--- src/rtl/sfd_pkg.sv ---
package sfd_pkg;
  localparam logic [7:0] FLAG_BYTE = 8'h7E;
  localparam logic [7:0] ESC_BYTE  = 8'h7D;
  localparam logic [7:0] ESC_MASK  = 8'h20;
  localparam logic [7:0] CRC_INIT  = 8'hFF;
  localparam logic [7:0] CRC_POLY_REFL = 8'h8C;

  // One byte of reflected CRC-8, LSB first.
  function automatic logic [7:0] crc8_step(input logic [7:0] crc, input logic [7:0] data);
    logic [7:0] c;
    logic [7:0] d;
    logic       fb;
    c = crc;
    d = data;
    for (int i = 0; i < 8; i++) begin
      fb = c[0] ^ d[0];
      c  = c >> 1;
      if (fb) c = c ^ CRC_POLY_REFL;
      d  = d >> 1;
    end
    return c;
  endfunction
endpackage

--- src/rtl/sfd_unstuff.sv ---
module sfd_unstuff
  import sfd_pkg::*;
(
  input  logic       clk,
  input  logic       rst_n,
  input  logic       in_valid,
  input  logic [7:0] in_byte,
  output logic       dec_valid,
  output logic [7:0] dec_byte,
  output logic       flag_seen,
  output logic       abort_seen
);
  logic in_frame;
  logic esc;
  logic is_esc;

  assign flag_seen  = in_valid && (in_byte == FLAG_BYTE);
  assign abort_seen = flag_seen && esc;
  assign is_esc     = in_valid && in_frame && !esc && (in_byte == ESC_BYTE);
  assign dec_valid  = in_valid && in_frame && !flag_seen && !is_esc;
  assign dec_byte   = esc ? (in_byte ^ ESC_MASK) : in_byte;

  always_ff @(posedge clk or negedge rst_n) begin
    if (!rst_n) begin
      in_frame <= 1'b0;
      esc      <= 1'b0;
    end else if (flag_seen) begin
      in_frame <= 1'b1;
      esc      <= 1'b0;
    end else if (is_esc) begin
      esc <= 1'b1;
    end else if (dec_valid) begin
      esc <= 1'b0;
    end
  end

  // an escape can only be pending inside a frame
  assert_esc_in_frame_R2: assert property (@(posedge clk) disable iff (!rst_n)
    esc |-> in_frame) else $error("escape pending outside a frame");

  // a flag always clears a pending escape
  assert_flag_clears_esc_R3: assert property (@(posedge clk) disable iff (!rst_n)
    flag_seen |=> !esc) else $error("escape survived a flag");
endmodule

--- src/rtl/sfd_crc_acc.sv ---
module sfd_crc_acc
  import sfd_pkg::*;
(
  input  logic       clk,
  input  logic       rst_n,
  input  logic       clr,
  input  logic       en,
  input  logic [7:0] data,
  output logic [7:0] crc
);
  always_ff @(posedge clk or negedge rst_n) begin
    if (!rst_n)   crc <= CRC_INIT;
    else if (clr) crc <= CRC_INIT;
    else if (en)  crc <= crc8_step(crc, data);
  end

  // a cleared accumulator starts from the initial value
  assert_crc_init_R5: assert property (@(posedge clk) disable iff (!rst_n)
    clr |=> (crc == CRC_INIT)) else $error("crc not reinitialised");
endmodule

--- src/rtl/sframe_decoder.sv ---
module sframe_decoder
  import sfd_pkg::*;
#(
  parameter int MAX_LEN = 64
) (
  input  logic       clk,
  input  logic       rst_n,
  input  logic       in_valid,
  input  logic [7:0] in_byte,
  output logic       out_valid,
  output logic [7:0] out_byte,
  output logic       out_last,
  output logic       frame_done,
  output logic       crc_ok,
  output logic       err_abort,
  output logic       err_overflow
);
  localparam int LEN_W = $clog2(MAX_LEN + 1);

  logic       dec_valid;
  logic [7:0] dec_byte;
  logic       flag_seen;
  logic       abort_seen;
  logic [7:0] crc_val;

  // holding stages: h1 = candidate checksum, h2 = newest pending payload
  logic       h1_vld, h2_vld;
  logic [7:0] h1_byte, h2_byte;
  logic [LEN_W-1:0] len;
  logic       dropping;

  // named internal events
  logic accept_ev;
  logic overflow_ev;
  logic close_ev;
  logic crc_clr;
  logic crc_en;

  sfd_unstuff u_unstuff (
    .clk(clk), .rst_n(rst_n), .in_valid(in_valid), .in_byte(in_byte),
    .dec_valid(dec_valid), .dec_byte(dec_byte),
    .flag_seen(flag_seen), .abort_seen(abort_seen)
  );

  assign overflow_ev = dec_valid && !dropping && (len == LEN_W'(MAX_LEN));
  assign accept_ev   = dec_valid && !dropping && !overflow_ev;
  assign close_ev    = flag_seen && !abort_seen && !dropping && h2_vld && h1_vld;
  assign crc_clr     = flag_seen || overflow_ev;
  assign crc_en      = accept_ev && h1_vld;

  sfd_crc_acc u_crc (
    .clk(clk), .rst_n(rst_n), .clr(crc_clr), .en(crc_en),
    .data(h1_byte), .crc(crc_val)
  );

  always_ff @(posedge clk or negedge rst_n) begin
    if (!rst_n) begin
      h1_vld <= 1'b0; h2_vld <= 1'b0;
      h1_byte <= '0;  h2_byte <= '0;
      len <= '0; dropping <= 1'b0;
      out_valid <= 1'b0; out_byte <= '0; out_last <= 1'b0;
      frame_done <= 1'b0; crc_ok <= 1'b0;
      err_abort <= 1'b0; err_overflow <= 1'b0;
    end else begin
      out_valid    <= 1'b0;
      out_last     <= 1'b0;
      frame_done   <= 1'b0;
      crc_ok       <= 1'b0;
      err_abort    <= abort_seen;
      err_overflow <= overflow_ev;
      if (flag_seen) begin
        if (close_ev) begin
          out_valid  <= 1'b1;
          out_byte   <= h2_byte;
          out_last   <= 1'b1;
          frame_done <= 1'b1;
          crc_ok     <= (crc_val == h1_byte);
        end
        h1_vld <= 1'b0; h2_vld <= 1'b0;
        len <= '0; dropping <= 1'b0;
      end else if (overflow_ev) begin
        h1_vld <= 1'b0; h2_vld <= 1'b0;
        dropping <= 1'b1;
      end else if (accept_ev) begin
        len     <= len + 1'b1;
        h1_byte <= dec_byte;
        h1_vld  <= 1'b1;
        if (h1_vld) begin
          h2_byte <= h1_byte;
          h2_vld  <= 1'b1;
        end
        if (h2_vld) begin
          out_valid <= 1'b1;
          out_byte  <= h2_byte;
        end
      end
    end
  end

  // last marker and frame completion travel together on a valid byte
  assert_last_with_done_R4: assert property (@(posedge clk) disable iff (!rst_n)
    (out_last || frame_done) |-> (out_valid && out_last && frame_done))
    else $error("last/done mismatch");

  // crc_ok only qualifies a completed frame
  assert_crc_ok_qualified_R5: assert property (@(posedge clk) disable iff (!rst_n)
    crc_ok |-> frame_done) else $error("crc_ok without frame_done");

  // an abort never completes a frame
  assert_abort_no_done_R7: assert property (@(posedge clk) disable iff (!rst_n)
    err_abort |-> !frame_done) else $error("abort with frame_done");

  // nothing is delivered while discarding an oversized frame
  assert_no_output_dropping_R8: assert property (@(posedge clk) disable iff (!rst_n)
    (dropping && !flag_seen) |=> !out_valid) else $error("output while dropping");

  // the length count never passes the limit
  assert_len_bound_R8: assert property (@(posedge clk) disable iff (!rst_n)
    len <= LEN_W'(MAX_LEN)) else $error("length counter beyond limit");

  // a pending payload byte always has a checksum candidate behind it
  assert_stage_order_R6: assert property (@(posedge clk) disable iff (!rst_n)
    h2_vld |-> h1_vld) else $error("payload stage without checksum stage");
endmodule

--- config.mk ---
export PLATFORM = sky130hd
export DESIGN_NAME = sframe_decoder
export DESIGN_NICKNAME = d
export VERILOG_FILES = /design/src/rtl/sfd_pkg.sv /design/src/rtl/sfd_unstuff.sv /design/src/rtl/sfd_crc_acc.sv /design/src/rtl/sframe_decoder.sv
export SDC_FILE = /design/constraint.sdc
export NUM_CORES = 1
export LEC_CHECK = 0
export BUFFER_PORTS_ARGS = -buffer_cell sky130_fd_sc_hd__buf_2
export CAP_MARGIN = 20
export CORE_MARGIN = 1
export CORE_UTILIZATION = 30
export DETAILED_ROUTE_END_ITERATION = 12
export PLACE_DENSITY = 0.51
export RECOVER_POWER = 100
export SETUP_SLACK_MARGIN = 0.15
export SYNTH_ARGS = -nofsm -noshare
export SYNTH_HDL_FRONTEND = slang
export SYNTH_HIERARCHICAL = 1
export SYNTH_SLANG_ARGS = --single-unit
--- constraint.sdc ---
create_clock -name clk -period 2.95 [get_ports clk]
set_input_delay 0.1475 -clock clk [delete_from_list [all_inputs] [get_ports clk]]
set_output_delay 0.1475 -clock clk [all_outputs]
set_load 0.05 [all_outputs]
### Word level (Yosys, flattened, before mapping)

Cells that the tools add are included.

| word-level totals | value |
|---|---|
| word-level logic and storage cells | 128 |
| ROM bits | 0 |
| bits in latches | 0 |
| bits in writable memories | 0 |
| memories | 0 |
| bits of input ports | 11 |
| register bits after elaboration | 49 |

| cells by class | value |
|---|---|
| bitwise logic cells | 19 |
| divide/modulo/power cells | 0 |
| shift operators | 0 |
| add/sub/neg operators | 1 |
| reduce and logical (&&, ||, !) cells | 34 |
| multipliers | 0 |
| multiplexer cells | 53 |
| order comparisons | 0 |
| equal/unequal tests | 6 |

Operator list:

| operator | number |
|---|---|
| $mux W8 | 29 |
| $not A2 Y3 | 8 |
| $mux W7 | 3 |
| $mux W1 | 20 |
| $eq A8 B7 Y1 const B | 2 |
| $logic_and A1 B1 Y1 | 15 |
| $reduce_bool A3 Y1 | 3 |
| $eq A8 B8 Y1 | 1 |
| $reduce_and A4 Y1 | 2 |
| $reduce_bool A2 Y1 | 4 |
| $xor A1 B1 Y1 | 8 |
| $add A7 B1 Y7 const B | 1 |
| $eq A7 B7 Y1 const B | 1 |
| $logic_not A1 Y1 | 6 |
| $mux W6 | 1 |
| $reduce_and A2 Y1 | 2 |
| $not A1 Y1 | 3 |
| $reduce_and A3 Y1 | 1 |
| $ne A2 B1 Y1 const B | 1 |
| $ne A2 B2 Y1 const B | 1 |
| $logic_or A1 B1 Y1 | 1 |

### Depth between registers and ports, before layout

Gate-level depths: netlist (run 1).

| logic depth | value |
|---|---|
| depth after elaboration | 40 |
| depth in mapped cells | 11 |

### Cells and area by module

Netlist (run 1), hierarchy kept.

By module, submodules not included:

| module | times used | seq. area each (µm²) | area an instance (µm²) | cells each |
|---|---|---|---|---|
| sframe_decoder | 1 | 975.9 | 1945.6 | 168 |
| sfd_crc_acc | 1 | 210.2 | 619.3 | 54 |
| sfd_unstuff | 1 | 50.0 | 226.5 | 25 |

### Worst setup path after synthesis (run 1)

OpenSTA, ideal clock, no wires.

| path | value |
|---|---|
| path kind | flip-flop to flip-flop |
| start | reg u_unstuff.esc |
| end | reg u_crc.crc[7] |
| arrival time | 2.251 ns |
| stages on the path, launching flop included | 12 |
| setup time | 0.075 ns |
| data required time | 2.875 ns |
| path slack | 0.624 ns |
| period minus slack after synthesis | 2.326 ns |
| path through | dfrtp_1 nand2b_1 o21bai_1 a21oi_1 nand2b_1 buf_6 a21oi_1 and2_1 clkbuf_1 nand2_1 mux2i_1 mux2i_1 |

| between the ends | value |
|---|---|
| word-level cells in the longest chain between the ends | 11 |
| elaborated cells on any way between the ends | 13 |
| classes of those cells | mux (1); reduce/logical (12) |

RTL lines:

| element | line | text |
|---|---|---|
| start: declaration | sfd_unstuff.sv:14 | `logic esc;` |
| start signal: assignment | sfd_unstuff.sv:26 | `esc <= 1'b0;` |
| start signal: assignment | sfd_unstuff.sv:29 | `esc <= 1'b0;` |
| start signal: assignment | sfd_unstuff.sv:31 | `esc <= 1'b1;` |
| $logic_not A1 Y1 (*) | sfd_unstuff.sv:19 | `assign is_esc = in_valid && in_frame && !esc && (in_byte == ESC_BYTE);` |
| $logic_and A1 B1 Y1 (*) (2 in series) | sfd_unstuff.sv:19 |  |
| $logic_not A1 Y1 (*) | sfd_unstuff.sv:20 | `assign dec_valid = in_valid && in_frame && !flag_seen && !is_esc;` |
| $logic_and A1 B1 Y1 (*) | sfd_unstuff.sv:20 |  |
| net dec_valid | sframe_decoder.sv:20 | `logic dec_valid;` |
| $logic_and A1 B1 Y1 (*) | sframe_decoder.sv:45, sframe_decoder.sv:46 |  |
| $logic_and A1 B1 Y1 | sframe_decoder.sv:45 | `assign overflow_ev = dec_valid && !dropping && (len == LEN_W'(MAX_LEN));` |
| $logic_not A1 Y1 | sframe_decoder.sv:46 | `assign accept_ev = dec_valid && !dropping && !overflow_ev;` |
| $logic_and A1 B1 Y1 (*) | sframe_decoder.sv:46 |  |
| $logic_and A1 B1 Y1 (*) | sframe_decoder.sv:49 | `assign crc_en = accept_ev && h1_vld;` |
| net crc_en | sframe_decoder.sv:37 | `logic crc_en;` |
| $reduce_bool A2 Y1 (no line) (*) | n/a |  |
| end signal: assignment | sfd_crc_acc.sv:14 | `else if (en) crc <= crc8_step(crc, data);` |
| end: declaration | sfd_crc_acc.sv:9 | `output logic [7:0] crc` |

Mark *: on every way through the listed nets, which the timed path passes. The rest lies on a longest branch.
A chain may end at the register's enable or synchronous reset.

### Final worst setup path (run 1)

Ends and elaborated chain as after synthesis.

==> impl_results.html, run 1 <==
<table>
<tr><th>Metric</th><th>Value</th></tr>
<tr><th colspan="2">Run status</th></tr>
<tr><td>Run status</td><td>complete, but fails checks</td></tr>
<tr><td>Violations in the final reports</td><td>max-capacitance violations, max-slew violations</td></tr>
<tr><th colspan="2">Layout</th></tr>
<tr><td>Area Overhead vs Synth</td><td>8.56%</td></tr>
<tr><td>Number of inserted diodes</td><td>0</td></tr>
<tr><td>Final cell utilization of the core</td><td>34.2%</td></tr>
<tr><td>Share of post-route cells with drive strength above 1</td><td>between 10% and 20%</td></tr>
<tr><td>Total number of nets in the final design</td><td>277</td></tr>
<tr><th colspan="2">Timing</th></tr>
<tr><td>Endpoints failing setup</td><td>0</td></tr>
<tr><td>RSZ-0062 raised after global routing</td><td>false</td></tr>
<tr><td>Count of final hold-check violations</td><td>0</td></tr>
<tr><td>Fin. max-slew vios</td><td>33</td></tr>
<tr><td>Crit share post-route</td><td>around nine tenths</td></tr>
<tr><td>Tightest Pin Transition</td><td>1.79 ns</td></tr>
<tr><td>Peak clock frequency supported by timing</td><td>383 MHz</td></tr>
<tr><td>Tmin final</td><td>2.61 ns</td></tr>
<tr><td>Final Skew</td><td>0.0112 ns</td></tr>
<tr><td>Relative slew slack</td><td>-19.3%</td></tr>
<tr><td>TNS Setup</td><td>0 ns</td></tr>
<tr><th colspan="2">Detailed routing</th></tr>
<tr><td>TritonRoute pass-1 iters</td><td>7</td></tr>
<tr><td>Number of design-rule violations left by the first detailed-router iteration</td><td>74</td></tr>
<tr><td>Drt wl/cell</td><td>15.7 um</td></tr>
<tr><td>Antenna violation net count after detailed routing</td><td>0</td></tr>
<tr><td>Total vias in the final route</td><td>approximately 1,900</td></tr>
<tr><td>Vias per std cell</td><td>between 5 and 6</td></tr>
<tr><td>Total Routed Length</td><td>5.86 mm</td></tr>
<tr><td>DRC Markers</td><td>0</td></tr>
<tr><th colspan="2">Critical path</th></tr>
<tr><td>Count of cells along the worst register-to-register path</td><td>10</td></tr>
<tr><td>Max FO, Critical Path</td><td>13</td></tr>
<tr><td>Crit path capture type</td><td>register</td></tr>
<tr><td>Setup slack of the worst register-to-register path</td><td>0.34 ns</td></tr>
<tr><td>Reg-to-reg endpoint</td><td>u_crc/crc[7]</td></tr>
<tr><td>Endpoint required time on the critical path</td><td>3.18 ns</td></tr>
<tr><td>Start-to-end type of the worst setup path</td><td>reg -&gt; reg</td></tr>
<tr><td>Startpoint of the worst register-to-register path</td><td>u_unstuff/esc</td></tr>
<tr><td>Kind of start point of the critical path</td><td>register</td></tr>
<tr><td>Arrival time of data at the critical path endpoint</td><td>2.84 ns</td></tr>
<tr><th colspan="2">Clock tree</th></tr>
<tr><td>TritonCTS Buffers</td><td>5</td></tr>
<tr><td>Number of clock sinks</td><td>49</td></tr>
<tr><td>Cell chosen for the clock root</td><td>clkbuf_8</td></tr>
<tr><td>Number of gates resized after CTS</td><td>0</td></tr>
<tr><td>CTS Buffer Depth</td><td>2</td></tr>
<tr><td>Clock transition time at the flip-flop clock pins of the worst setup and hold paths</td><td>around 0.090 ns</td></tr>
<tr><td>TritonCTS clock tree</td><td>built</td></tr>
<tr><td>H-tree depth</td><td>2</td></tr>
<tr><td>Clk_lat worst skew</td><td>0.31 ns</td></tr>
<tr><th colspan="2">Power and ir drop</th></tr>
<tr><td>Switching pwr</td><td>989 uW</td></tr>
<tr><td>Leakage</td><td>0.00129 uW</td></tr>
<tr><td>Portion of total power attributed to combinational logic</td><td>41.1%</td></tr>
<tr><td>Worst vdd rail ir drop</td><td>0.295 mV</td></tr>
<tr><td>Clock share of power</td><td>about 20%</td></tr>
<tr><td>Total internal power</td><td>~1900 uW</td></tr>
<tr><td>Sequential share of power</td><td>38.9%</td></tr>
<tr><td>Power density over the cells</td><td>938 nW/um^2</td></tr>
<tr><td>Sw Ratio</td><td>34.8%</td></tr>
<tr><th colspan="2">Yosys</th></tr>
<tr><td>Synthesized Nets</td><td>260</td></tr>
<tr><td>Post-synthesis async set-or-reset flop share</td><td>100%</td></tr>
<tr><td>Leading post-synthesis cells by instance count</td><td>dfrtp_1, o21ai_0, xor2_1</td></tr>
<tr><td>Number of enable-type register cells in the synthesized netlist</td><td>0</td></tr>
<tr><td>Number of warnings printed during yosys synthesis</td><td>6</td></tr>
<tr><td>Mean cell area of the mapped netlist</td><td>approximately 11 sq um</td></tr>
<tr><td>Dominant cells by area after synthesis</td><td>dfrtp_1, dfstp_2, mux2_4</td></tr>
<tr><td>Main flop type after synthesis</td><td>dfrtp_1</td></tr>
<tr><td>Post-synthesis cell area</td><td>2790 sq um</td></tr>
<tr><td>Flip-flop and latch count after synthesis</td><td>49</td></tr>
<tr><td>Area share of the leading cell type in the synthesized netlist</td><td>between 30% and 40%</td></tr>
<tr><td>Share of the yosys chip area belonging to registers</td><td>44.3%</td></tr>
<tr><td>Post-synthesis instance total</td><td>247</td></tr>
<tr><td>Synth area leader</td><td>dfrtp_1</td></tr>
<tr><td>Most common cell in the netlist</td><td>dfrtp_1</td></tr>
<tr><td>Yosys cell types</td><td>54</td></tr>
<tr><th colspan="2">Worst hold path</th></tr>
<tr><td>Hold path endpoint</td><td>h1_byte[2]</td></tr>
<tr><td>Worst hold start</td><td>in_byte[2]</td></tr>
<tr><td>HP Class</td><td>in -&gt; reg</td></tr>
<tr><td>Worst hold stages</td><td>2</td></tr>
<tr><th colspan="2">GRT</th></tr>
<tr><td>Global Route met3 Usage</td><td>2.77%</td></tr>
<tr><td>Global-route track usage on met2</td><td>19.3%</td></tr>
<tr><td>Wire length of the first global-routing pass</td><td>9.76 mm</td></tr>
<tr><td>Number of antenna violations at the first check in global routing</td><td>0</td></tr>
<tr><td>Overflow left after global routing</td><td>0</td></tr>
<tr><td>Total global-route track usage</td><td>about an eighth</td></tr>
<tr><td>Via count of the first global-routing pass</td><td>1,838</td></tr>
<tr><td>Maximum number of pins on one net before global-route repair</td><td>33</td></tr>
<tr><td>Layer carrying the most global-route usage</td><td>met2</td></tr>
<tr><td>Global-route met1 utilization</td><td>18.8%</td></tr>
<tr><th colspan="2">Placed design</th></tr>
<tr><td>Routability congestion estimate from global placement</td><td>around 0.76</td></tr>
<tr><td>I/O Buffers</td><td>24</td></tr>
<tr><td>HPWL after detailed placement</td><td>4.26 mm</td></tr>
<tr><th colspan="2">Floorplanning</th></tr>
<tr><td>Die outline area</td><td>9690 sq um</td></tr>
<tr><td>Die extent in y</td><td>around 100 um</td></tr>
<tr><td>Effective utilization at floorplan</td><td>31.5%</td></tr>
<tr><td>Number of placement rows</td><td>34</td></tr>
<tr><td>Area of the core region</td><td>8850 sq um</td></tr>
<tr><td>Horiz. Die Dim</td><td>between 90 and 100 um</td></tr>
<tr><td>IO Pins</td><td>25</td></tr>
<tr><th colspan="2">Run</th></tr>
<tr><td>Maximum Capacitance Violations</td><td>1</td></tr>
</table>
[worst max-delay path: stages (launching register included)]
cell	delay, ns
dfrtp_1	0.42
nand2b_1	0.14
o21bai_1	0.06
a21oi_1	0.43
nand2b_1	0.28
a21oi_1	0.24
and2_0	0.21
clkbuf_2	0.29
nand2b_1	0.09
mux2i_1	0.18
mux2i_1	0.21
[sequential cells by signal (all words and copies together) (netlist names)]
signal / cells
h1_byte: 8
h2_byte: 8
out_byte: 8
u_crc/crc: 8
len: 7
crc_ok: 1
dropping: 1
err_abort: 1
err_overflow: 1
frame_done: 1
h1_vld: 1
h2_vld: 1
out_valid: 1
u_unstuff/esc: 1
u_unstuff/in_frame: 1
[final cells by class]
type	count	area, sq um
clock buffer	5	68.8
clock inverter	3	65.1
fill	913	5820
inverter	4	15.0
multi-input combinational	173	1370
sequential	49	1240
tap	108	135
timing repair buffer	31	139
[power groups by stage]
| stage | Combinational [uW] | Clock (uW) | Sequential (uW) |
|---|---|---|---|
| 2_1_floorplan | 1040 | 0 | 1050 |
| 3_3_place_gp | 1200 | 0 | 1120 |
| 3_5_place_dp | 1210 | 0 | 1120 |
| 4_1_cts | 1210 | 590 | 1110 |
| 5_1_grt | 1300 | 616 | 1130 |
| 6_report | 1170 | 569 | 1110 |
[cells in the final DEF (no fill, tap or decap), types with 4 or more instances in the layout]
master and instances:
xor2_1 13, dfrtp_1 41, nor2b_1 7, clkbuf_1 19, buf_2 8, nand2b_1 4
mux2_1 5, a211o_1 5, xnor2_1 10, dfstp_2 8, o21ai_0 13, inv_1 4
or3_1 4, a21oi_1 8, nor2_1 8, nand3_1 11, nand2_1 6, o211ai_1 8
clkbuf_8 5, mux2_2 11, nor3_1 5, o311ai_0 8
[timing repair]
action	in CTS	in global routing
hold endpoints to repair	26	0
hold buffers	1	0
buffers inserted	0	0
[how the worst max path moves through the flow]
stage | startpoint | slack (ns) | depth (start not counted) | end
6_report | u_unstuff/esc | 0.34 | 10 | u_crc/crc[7]
5_1_grt | u_unstuff/esc | 0.14 | 10 | u_crc/crc[7]
4_1_cts | u_unstuff/esc | 0.37 | 10 | u_crc/crc[7]
3_5_place_dp | u_unstuff/esc | 0.40 | 10 | u_crc/crc[7]
3_3_place_gp | u_unstuff/esc | 0.37 | 10 | u_crc/crc[7]
2_1_floorplan | u_unstuff/esc | 0.62 | 11 | u_crc/crc[7]
[cells by family after synthesis]
| kind of cell | share of synthesized area (%) |
|---|---|
| multiplexers | 9.01 |
| buffers and inverters | 4.88 |
| AO/OA/AOI/OAI | 14.5 |
| adder cells (fa/ha/maj) | 0.896 |
| flip-flops | 44.3 |
| XOR/XNOR | 11.4 |
| AND/OR/NAND/NOR | 15.1 |
[through the flow]
step	instance area, sq um	power [uW]	hold WS, ns	std cells	setup WS (ns)
after global placement	2970	2330	0.272	364	0.374
after detailed placement	2970	2330	0.277	364	0.399
after global routing	3030	3050	0.0840	373	0.136
final	3030	2840	0.0953	373	0.342
after floorplan	2790	2090	-0.148	247	0.624
after CTS	3110	2910	0.0824	373	0.369
[routing by layer]
| metal | wire (um) | part of all wire (%) |
|---|---|---|
| met5 | 0 | 0 |
| met1 | 2940 | 50 |
| met4 | 85 | 1.5 |
| met2 | 2550 | 44 |
| met3 | 289 | 4.9 |
Power figures use the tool's default switching activity.
==> inputs of run 2 (changes only) <==
--- a/config.mk
+++ b/config.mk
@@ -11,7 +11,6 @@
 export CORE_UTILIZATION = 30
 export DETAILED_ROUTE_END_ITERATION = 12
 export PLACE_DENSITY = 0.51
-export RECOVER_POWER = 100
 export SETUP_SLACK_MARGIN = 0.15
 export SYNTH_ARGS = -nofsm -noshare
 export SYNTH_HDL_FRONTEND = slang
==> run 2 against run 1 <==
The flow now finishes without violations. Setup slack improved by 0.061 ns. Design area rose by 2.8%. Register-to-register slack improved by 0.06 ns. Non-clock buffer count did not move. Wire length fell by 0.49%. Critical endpoint unchanged.
==> impl_results.html, run 2 (synthesis results as in run 1) <==
<table>
<tr><th>Metric</th><th>Value</th></tr>
<tr><th colspan="2">Run status</th></tr>
<tr><td>Run status</td><td>complete, no violations (was complete, but fails checks)</td></tr>
<tr><th colspan="2">Placed design</th></tr>
<tr><td>I/O Buffers</td><td>24 (unchanged)</td></tr>
<tr><td>Number of placed cells counting well taps</td><td>364 (unchanged)</td></tr>
<tr><td>HPWL after detailed placement</td><td>4.26 mm (unchanged)</td></tr>
<tr><td>Routability congestion estimate from global placement</td><td>0.758 (unchanged)</td></tr>
<tr><td>Placed cell area</td><td>2970 sq um (unchanged)</td></tr>
<tr><th colspan="2">Detailed routing</th></tr>
<tr><td>DRC Markers</td><td>0 (unchanged)</td></tr>
<tr><td>TritonRoute pass-1 iters</td><td>6 (was 7)</td></tr>
<tr><td>Antenna violation net count after detailed routing</td><td>0 (unchanged)</td></tr>
<tr><td>Total Routed Length</td><td>5.83 mm (was 5.86 mm)</td></tr>
<tr><td>Total vias in the final route</td><td>1,885 (was 1,889)</td></tr>
<tr><td>Drt wl/cell</td><td>15.6 um (was 15.7 um)</td></tr>
<tr><td>Number of design-rule violations left by the first detailed-router iteration</td><td>90 (was 74)</td></tr>
<tr><td>Vias per std cell</td><td>5.05 (was 5.06)</td></tr>
<tr><th colspan="2">Layout</th></tr>
<tr><td>Multi-input combinational cell area</td><td>1420 sq um (was 1370 sq um)</td></tr>
<tr><td>Share of post-route cells with drive strength above 1</td><td>27.9% (was 18.9%)</td></tr>
<tr><td>Combined flip-flop and latch cell area</td><td>1240 sq um (unchanged)</td></tr>
<tr><td>Commonest non-fill, non-tap cells in the layout</td><td>dfrtp_1, buf_2, o21ai_0, xor2_1, nand3_1 (was dfrtp_1, clkbuf_1, o21ai_0, xor2_1)</td></tr>
<tr><td>Fill count</td><td>906 (was 913)</td></tr>
<tr><td>Non-filler cells in the finished layout</td><td>373 (unchanged)</td></tr>
<tr><td>Number of inserted diodes</td><td>0 (unchanged)</td></tr>
<tr><td>Most common library cell in the layout ignoring fill and taps</td><td>dfrtp_1 (unchanged)</td></tr>
<tr><td>Final design instance area without fill</td><td>3110 sq um (was 3030 sq um)</td></tr>
<tr><td>Area Overhead vs Synth</td><td>11.6% (was 8.56%)</td></tr>
<tr><td>Total number of nets in the final design</td><td>277 (unchanged)</td></tr>
<tr><th colspan="2">Floorplanning</th></tr>
<tr><td>IO Pins</td><td>25 (unchanged)</td></tr>
<tr><td>Number of placement rows</td><td>34 (unchanged)</td></tr>
<tr><td>Die outline area</td><td>9690 sq um (unchanged)</td></tr>
<tr><td>Horiz. Die Dim</td><td>98.5 um (unchanged)</td></tr>
<tr><td>Die extent in y</td><td>98.5 um (unchanged)</td></tr>
<tr><td>Effective utilization at floorplan</td><td>31.5% (unchanged)</td></tr>
<tr><td>Area of the core region</td><td>8850 sq um (unchanged)</td></tr>
<tr><th colspan="2">Clock tree</th></tr>
<tr><td>Clk_lat worst skew</td><td>0.31 ns (about the same)</td></tr>
<tr><td>Setup bufs post-CTS</td><td>0 (unchanged)</td></tr>
<tr><td>Number of clock sinks</td><td>49 (unchanged)</td></tr>
<tr><td>CTS Buffer Depth</td><td>2 (unchanged)</td></tr>
<tr><td>H-tree depth</td><td>2 (unchanged)</td></tr>
<tr><td>Number of gates resized after CTS</td><td>0 (unchanged)</td></tr>
<tr><td>TritonCTS clock tree</td><td>built (unchanged)</td></tr>
<tr><td>Cell chosen for the clock root</td><td>clkbuf_8 (unchanged)</td></tr>
<tr><td>Clock transition time at the flip-flop clock pins of the worst setup and hold paths</td><td>0.09 ns (about the same)</td></tr>
<tr><td>TritonCTS Buffers</td><td>5 (unchanged)</td></tr>
<tr><th colspan="2">Timing</th></tr>
<tr><td>Endpoints failing setup</td><td>0 (unchanged)</td></tr>
<tr><td>Final Skew</td><td>0.0111 ns (was 0.0112 ns)</td></tr>
<tr><td>Worst hold margin</td><td>0.0970 ns (was 0.0953 ns)</td></tr>
<tr><td>Relative slew slack</td><td>50.1% (was -19.3%)</td></tr>
<tr><td>RSZ-0062 raised after global routing</td><td>false (unchanged)</td></tr>
<tr><td>Tmin final</td><td>2.55 ns (was 2.61 ns)</td></tr>
<tr><td>Tightest Pin Transition</td><td>0.749 ns (was 1.79 ns)</td></tr>
<tr><td>Peak clock frequency supported by timing</td><td>393 MHz (was 383 MHz)</td></tr>
<tr><td>Fin. max-slew vios</td><td>0 (was 33)</td></tr>
<tr><td>Count of final hold-check violations</td><td>0 (unchanged)</td></tr>
<tr><td>Crit share post-route</td><td>86.3% (was 88.4%)</td></tr>
<tr><td>TNS Setup</td><td>0 ns (unchanged)</td></tr>
<tr><th colspan="2">Worst hold path</th></tr>
<tr><td>Worst hold start</td><td>in_byte[3] (was in_byte[2])</td></tr>
<tr><td>HP Class</td><td>in -&gt; reg (unchanged)</td></tr>
<tr><th colspan="2">Power and ir drop</th></tr>
<tr><td>Worst vdd rail ir drop</td><td>0.296 mV (was 0.295 mV)</td></tr>
<tr><td>Leakage</td><td>0.00139 uW (was 0.00129 uW)</td></tr>
<tr><td>Power density over the cells</td><td>925 nW/um^2 (was 938 nW/um^2)</td></tr>
<tr><td>Total Power Consumption</td><td>2880 uW (was 2840 uW)</td></tr>
<tr><th colspan="2">Critical path</th></tr>
<tr><td>Start-to-end type of the worst setup path</td><td>reg -&gt; reg (unchanged)</td></tr>
<tr><td>Endpoint required time on the critical path</td><td>3.18 ns (about the same)</td></tr>
<tr><td>Kind of start point of the critical path</td><td>register (unchanged)</td></tr>
<tr><td>Critical path startpoint</td><td>u_unstuff/esc (unchanged)</td></tr>
<tr><td>Crit path capture type</td><td>register (unchanged)</td></tr>
<tr><td>Max FO, Critical Path</td><td>13 (unchanged)</td></tr>
<tr><td>Arrival time of data at the critical path endpoint</td><td>2.78 ns (was 2.84 ns)</td></tr>
<tr><td>Startpoint of the worst register-to-register path</td><td>u_unstuff/esc (unchanged)</td></tr>
<tr><th colspan="2">GRT</th></tr>
<tr><td>Number of antenna violations at the first check in global routing</td><td>0 (unchanged)</td></tr>
<tr><td>Overflow left after global routing</td><td>0 (unchanged)</td></tr>
<tr><td>Via count of the first global-routing pass</td><td>1,838 (unchanged)</td></tr>
<tr><td>Maximum number of pins on one net before global-route repair</td><td>33 (unchanged)</td></tr>
<tr><td>Wire length of the first global-routing pass</td><td>9.76 mm (unchanged)</td></tr>
<tr><td>Total global-route track usage</td><td>13.0% (unchanged)</td></tr>
<tr><th colspan="2">Run</th></tr>
<tr><td>Maximum Capacitance Violations</td><td>0 (was 1)</td></tr>
</table>
==> run 2: critical path: stages (launching register included) <==
cell and delay [ns]:
dfrtp_1 0.42, nand2b_1 0.14, o21bai_1 0.06, a21oi_1 0.42
nand2b_1 0.32, a21oi_1 0.26, and2_1 0.20, buf_4 0.20
nand2b_1 0.07, mux2i_1 0.17, mux2i_1 0.21
==> run 2: metal layers <==
layer  wire, um  global-route usage, %  up-vias
li1           -                      -      926
met1       2980                   18.8      912
met2       2550                   19.3       41
met3        209                   2.77        6
met4         85                   4.48        0
met5          0                      0        -
==> run 2: metrics by stage <==
stage / setup WS, ns / utilization, %
after floorplan: 0.624 / -
after global placement: 0.374 / 33.6
after detailed placement: 0.399 / 33.6
after CTS: 0.369 / 35.2
after global routing: 0.203 / 35.2
final: 0.403 / 35.2
==> run 2: path summary, 6_finish.rpt <==
check / cells past startpoint / end / slack [ns]
min in group asynchronous: 2 / len[6] / 0.44
min: 2 / h1_byte[3] / 0.1
min reg2reg: 1 / u_unstuff/in_frame / 0.51
max in group asynchronous: 3 / u_crc/crc[1] / 1.72
max: 10 / u_crc/crc[7] / 0.40
max reg2reg: 10 / u_crc/crc[7] / 0.40
==> run 2: layout make-up <==
| cell class | instances | area share [%] |
|---|---|---|
| multi-input cells | 173 | 45.6 |
| flip-flops and latches | 49 | 39.7 |
| repair buffers | 31 | 5.62 |
| well taps | 108 | 4.34 |
| clock buffers | 5 | 2.21 |
| clock inverters | 3 | 2.09 |
| inverters | 4 | 0.482 |
==> run 2: power by group <==
| part | switching, uW | internal (uW) |
|---|---|---|
| clock | 232 | 337 |
| combinational | 533 | 672 |
| sequential | 233 | 875 |
| total | 998 | 1880 |
==> run 2: what timing repair did <==
item                                    4_1_cts  5_1_grt
endpoints found under the hold margin        26        0
endpoints found under the setup margin        0        0
hold buffers                                  1        0
==> inputs of run 3 (changes only) <==
--- a/config.mk
+++ b/config.mk
@@ -11,7 +11,9 @@
 export CORE_UTILIZATION = 30
 export DETAILED_ROUTE_END_ITERATION = 12
 export PLACE_DENSITY = 0.51
+export REMOVE_ABC_BUFFERS = 1
 export SETUP_SLACK_MARGIN = 0.15
+export SKIP_CTS_REPAIR_TIMING = 1
 export SYNTH_ARGS = -nofsm -noshare
 export SYNTH_HDL_FRONTEND = slang
 export SYNTH_HIERARCHICAL = 1
==> run 3 against run 2 <==
Sequential cell count did not move. Non-clock buffer count rose by 1. Wire length grew 0.77%. Critical endpoint is now u_crc/crc[3]. Clock skew decreased by 0.0022 ns. Final cell count increased by 0.27%. Register-to-register slack better by 0.06 ns. Die area is the same. Count of clock-buffer cells in the layout is 2 higher.
==> impl_results.html, run 3 (synthesis results as in run 1) <==
<table>
<tr><th>Metric</th><th>Value</th></tr>
<tr><th colspan="2">Critical path</th></tr>
<tr><td>Reg-to-reg endpoint</td><td>u_crc/crc[3] (was u_crc/crc[7])</td></tr>
<tr><td>Worst Path Buf+Inv</td><td>0 (was 1)</td></tr>
<tr><td>Max FO, Critical Path</td><td>7 (was 13)</td></tr>
<tr><td>Critical path cell sequence</td><td>nand2b_1, o21bai_1, a21oi_1, nand2b_1, a21oi_1, and2_1, nor2b_1, nor3b_1, nor3_1 (was nand2b_1, o21bai_1, a21oi_1, nand2b_1, a21oi_1, and2_1, buf_4, nand2b_1, mux2i_1, mux2i_1)</td></tr>
<tr><td>Crit path capture type</td><td>register (unchanged)</td></tr>
<tr><td>Worst path top cell family by delay</td><td>simple AND/OR/NAND/NOR gates (was compound AO/OA/AOI/OAI gates)</td></tr>
<tr><td>Count of cells along the worst register-to-register path</td><td>9 (was 10)</td></tr>
<tr><td>Arrival time of data at the critical path endpoint</td><td>2.71 ns (was 2.78 ns)</td></tr>
<tr><td>Start-to-end type of the worst setup path</td><td>reg -&gt; reg (unchanged)</td></tr>
<tr><td>Master of the slowest instance on the critical path</td><td>dfrtp_1 (unchanged)</td></tr>
<tr><td>Setup slack of the worst register-to-register path</td><td>0.46 ns (was 0.40 ns)</td></tr>
<tr><td>Startpoint of the worst register-to-register path</td><td>u_unstuff/esc (unchanged)</td></tr>
<tr><td>Crit path largest cell delay</td><td>0.40 ns (was 0.42 ns)</td></tr>
<tr><td>Kind of start point of the critical path</td><td>register (unchanged)</td></tr>
<tr><td>Endpoint required time on the critical path</td><td>3.18 ns (about the same)</td></tr>
<tr><th colspan="2">Layout</th></tr>
<tr><td>Combined flip-flop and latch cell area</td><td>1240 sq um (unchanged)</td></tr>
<tr><td>Number of inserted diodes</td><td>0 (unchanged)</td></tr>
<tr><td>Multi-input combinational cell area</td><td>1420 sq um (unchanged)</td></tr>
<tr><td>Share of post-route cells with drive strength above 1</td><td>27.8% (was 27.9%)</td></tr>
<tr><td>Commonest non-fill, non-tap cells in the layout</td><td>dfrtp_1, buf_2, o21ai_0, xor2_1, nand3_1 (unchanged)</td></tr>
<tr><td>Total number of nets in the final design</td><td>278 (was 277)</td></tr>
<tr><td>Most common library cell in the layout ignoring fill and taps</td><td>dfrtp_1 (unchanged)</td></tr>
<tr><td>Fill count</td><td>889 (was 906)</td></tr>
<tr><td>Area Overhead vs Synth</td><td>11.2% (was 11.6%)</td></tr>
<tr><th colspan="2">GRT</th></tr>
<tr><td>Layer carrying the most global-route usage</td><td>met2 (unchanged)</td></tr>
<tr><td>Wire length of the first global-routing pass</td><td>9.87 mm (was 9.76 mm)</td></tr>
<tr><td>Global-route met1 utilization</td><td>18.5% (was 18.8%)</td></tr>
<tr><td>Overflow left after global routing</td><td>0 (unchanged)</td></tr>
<tr><td>Global Route met3 Usage</td><td>2.41% (was 2.77%)</td></tr>
<tr><td>Number of antenna violations at the first check in global routing</td><td>0 (unchanged)</td></tr>
<tr><td>Via count of the first global-routing pass</td><td>1,881 (was 1,838)</td></tr>
<tr><td>Maximum number of pins on one net before global-route repair</td><td>34 (was 33)</td></tr>
<tr><td>Total global-route track usage</td><td>13.0% (about the same)</td></tr>
<tr><td>Global-route track usage on met2</td><td>19.9% (was 19.3%)</td></tr>
<tr><th colspan="2">Power and ir drop</th></tr>
<tr><td>Sequential share of power</td><td>39.4% (was 38.4%)</td></tr>
<tr><td>Total Power Consumption</td><td>2820 uW (was 2880 uW)</td></tr>
<tr><td>Switching pwr</td><td>993 uW (was 998 uW)</td></tr>
<tr><td>Clock share of power</td><td>17.9% (was 19.7%)</td></tr>
<tr><td>Sw Ratio</td><td>35.2% (was 34.6%)</td></tr>
<tr><td>Portion of total power attributed to combinational logic</td><td>42.8% (was 41.8%)</td></tr>
<tr><td>Leakage</td><td>0.00138 uW (was 0.00139 uW)</td></tr>
<tr><td>Worst vdd rail ir drop</td><td>0.278 mV (was 0.296 mV)</td></tr>
<tr><td>Power density over the cells</td><td>908 nW/um^2 (was 925 nW/um^2)</td></tr>
<tr><td>Total internal power</td><td>1830 uW (was 1880 uW)</td></tr>
<tr><th colspan="2">Detailed routing</th></tr>
<tr><td>Total Routed Length</td><td>5.88 mm (was 5.83 mm)</td></tr>
<tr><td>Antenna violation net count after detailed routing</td><td>0 (unchanged)</td></tr>
<tr><td>Number of design-rule violations left by the first detailed-router iteration</td><td>45 (was 90)</td></tr>
<tr><td>Vias per std cell</td><td>5.13 (was 5.05)</td></tr>
<tr><td>DRC Markers</td><td>0 (unchanged)</td></tr>
<tr><td>Total vias in the final route</td><td>1,920 (was 1,885)</td></tr>
<tr><td>TritonRoute pass-1 iters</td><td>6 (unchanged)</td></tr>
<tr><td>Drt wl/cell</td><td>15.7 um (was 15.6 um)</td></tr>
<tr><th colspan="2">Clock tree</th></tr>
<tr><td>H-tree depth</td><td>2 (unchanged)</td></tr>
<tr><td>CTS Buffer Depth</td><td>2 (unchanged)</td></tr>
<tr><td>Clk_lat worst skew</td><td>0.30 ns (was 0.31 ns)</td></tr>
<tr><td>Cell chosen for the clock root</td><td>clkbuf_8 (unchanged)</td></tr>
<tr><td>TritonCTS clock tree</td><td>built (unchanged)</td></tr>
<tr><td>TritonCTS Buffers</td><td>5 (unchanged)</td></tr>
<tr><td>Number of clock sinks</td><td>49 (unchanged)</td></tr>
<tr><td>Clock transition time at the flip-flop clock pins of the worst setup and hold paths</td><td>0.09 ns (about the same)</td></tr>
<tr><th colspan="2">Placed design</th></tr>
<tr><td>Worst Setup Slack post-DPL</td><td>0.573 ns (was 0.399 ns)</td></tr>
<tr><td>Routability congestion estimate from global placement</td><td>0.791 (was 0.758)</td></tr>
<tr><td>HPWL after detailed placement</td><td>4.35 mm (was 4.26 mm)</td></tr>
<tr><td>I/O Buffers</td><td>24 (unchanged)</td></tr>
<tr><th colspan="2">Run</th></tr>
<tr><td>Maximum Capacitance Violations</td><td>0 (unchanged)</td></tr>
<tr><th colspan="2">Floorplanning</th></tr>
<tr><td>IO Pins</td><td>25 (unchanged)</td></tr>
<tr><td>Area of the core region</td><td>8850 sq um (unchanged)</td></tr>
<tr><td>Die outline area</td><td>9690 sq um (unchanged)</td></tr>
<tr><td>Die extent in y</td><td>98.5 um (unchanged)</td></tr>
<tr><td>Number of placement rows</td><td>34 (unchanged)</td></tr>
<tr><td>Horiz. Die Dim</td><td>98.5 um (unchanged)</td></tr>
<tr><td>Effective utilization at floorplan</td><td>31.5% (unchanged)</td></tr>
<tr><th colspan="2">Worst hold path</th></tr>
<tr><td>Hold path endpoint</td><td>h1_byte[2] (was h1_byte[3])</td></tr>
<tr><td>Worst hold start</td><td>in_byte[2] (was in_byte[3])</td></tr>
<tr><td>HP Class</td><td>in -&gt; reg (unchanged)</td></tr>
<tr><td>Worst hold stages</td><td>2 (unchanged)</td></tr>
<tr><th colspan="2">Timing</th></tr>
<tr><td>Count of final hold-check violations</td><td>0 (unchanged)</td></tr>
<tr><td>Relative slew slack</td><td>50.5% (was 50.1%)</td></tr>
<tr><td>Tmin final</td><td>2.49 ns (was 2.55 ns)</td></tr>
<tr><td>Tightest Pin Transition</td><td>0.743 ns (was 0.749 ns)</td></tr>
<tr><td>Endpoints failing setup</td><td>0 (unchanged)</td></tr>
<tr><td>Crit share post-route</td><td>84.3% (was 86.3%)</td></tr>
<tr><td>RSZ-0062 raised after global routing</td><td>false (unchanged)</td></tr>
<tr><td>Final Skew</td><td>0.00896 ns (was 0.0111 ns)</td></tr>
<tr><td>Fin. max-slew vios</td><td>0 (unchanged)</td></tr>
<tr><td>Least setup slack across all paths after layout</td><td>0.462 ns (was 0.403 ns)</td></tr>
<tr><td>Peak clock frequency supported by timing</td><td>402 MHz (was 393 MHz)</td></tr>
<tr><th colspan="2">Run status</th></tr>
<tr><td>Run status</td><td>complete, no violations (unchanged)</td></tr>
</table>
## run 3: cell count changes in the layout (fill, tap and decap cells not counted), sizes merged
cell / previous run / this run
clkbuf: 5 / 7
clkinv: 1 / 0
buf: 30 / 31
bufinv: 2 / 1
## run 3: per-stage QoR
| stage | cells | hold WS (ns) | setup TNS, ns | utilization [%] | cell area (sq um) |
|---|---|---|---|---|---|
| floorplan | 226 | -0.148 | -0.163 | - | 2670 |
| global placement | 365 | 0.262 | 0 | 33.7 | 2980 |
| detailed placement | 365 | 0.282 | 0 | 33.7 | 2980 |
| CTS | 373 | -0.0473 | 0 | 35.0 | 3090 |
| global route | 374 | 0.0890 | 0 | 35.1 | 3100 |
| finish | 374 | 0.0927 | 0 | 35.1 | 3100 |
## run 3: final cells by class
class,instances,area share (%)
clock inverters,1,0.967
clock buffers,7,2.78
multi-input cells,173,45.7
repair buffers,32,5.88
flip-flops and latches,49,39.8
well taps,108,4.35
inverters,4,0.484
## run 3: power groups by stage
stage	combinational [uW]	sequential, uW	clock [uW]
after global placement	1200	1120	0
final	1210	1110	503
after detailed placement	1200	1120	0
after global routing	1310	1140	547
after floorplan	1010	1060	0
after CTS	1210	1110	518
## run 3: worst max path at each step
stage,startpoint,endpoint,slack [ns],depth (start not counted)
finish,u_unstuff/esc,u_crc/crc[3],0.46,9
CTS,u_unstuff/esc,u_crc/crc[3],0.54,9
global placement,in_byte[1],h1_byte[2],0.63,7
global route,u_unstuff/esc,u_crc/crc[3],0.31,9
floorplan,len[0],u_crc/crc[3],-0.14,8
detailed placement,in_byte[1],u_crc/crc[3],0.57,10
## run 3: per-layer routing
metal / vias up / routed length (um) / part of all wire (%)
li1: 931 / - / -
met1: 946 / 3000 / 51
met2: 36 / 2610 / 44
met3: 7 / 177 / 3.0
met4: 0 / 87 / 1.5
met5: - / 0 / 0
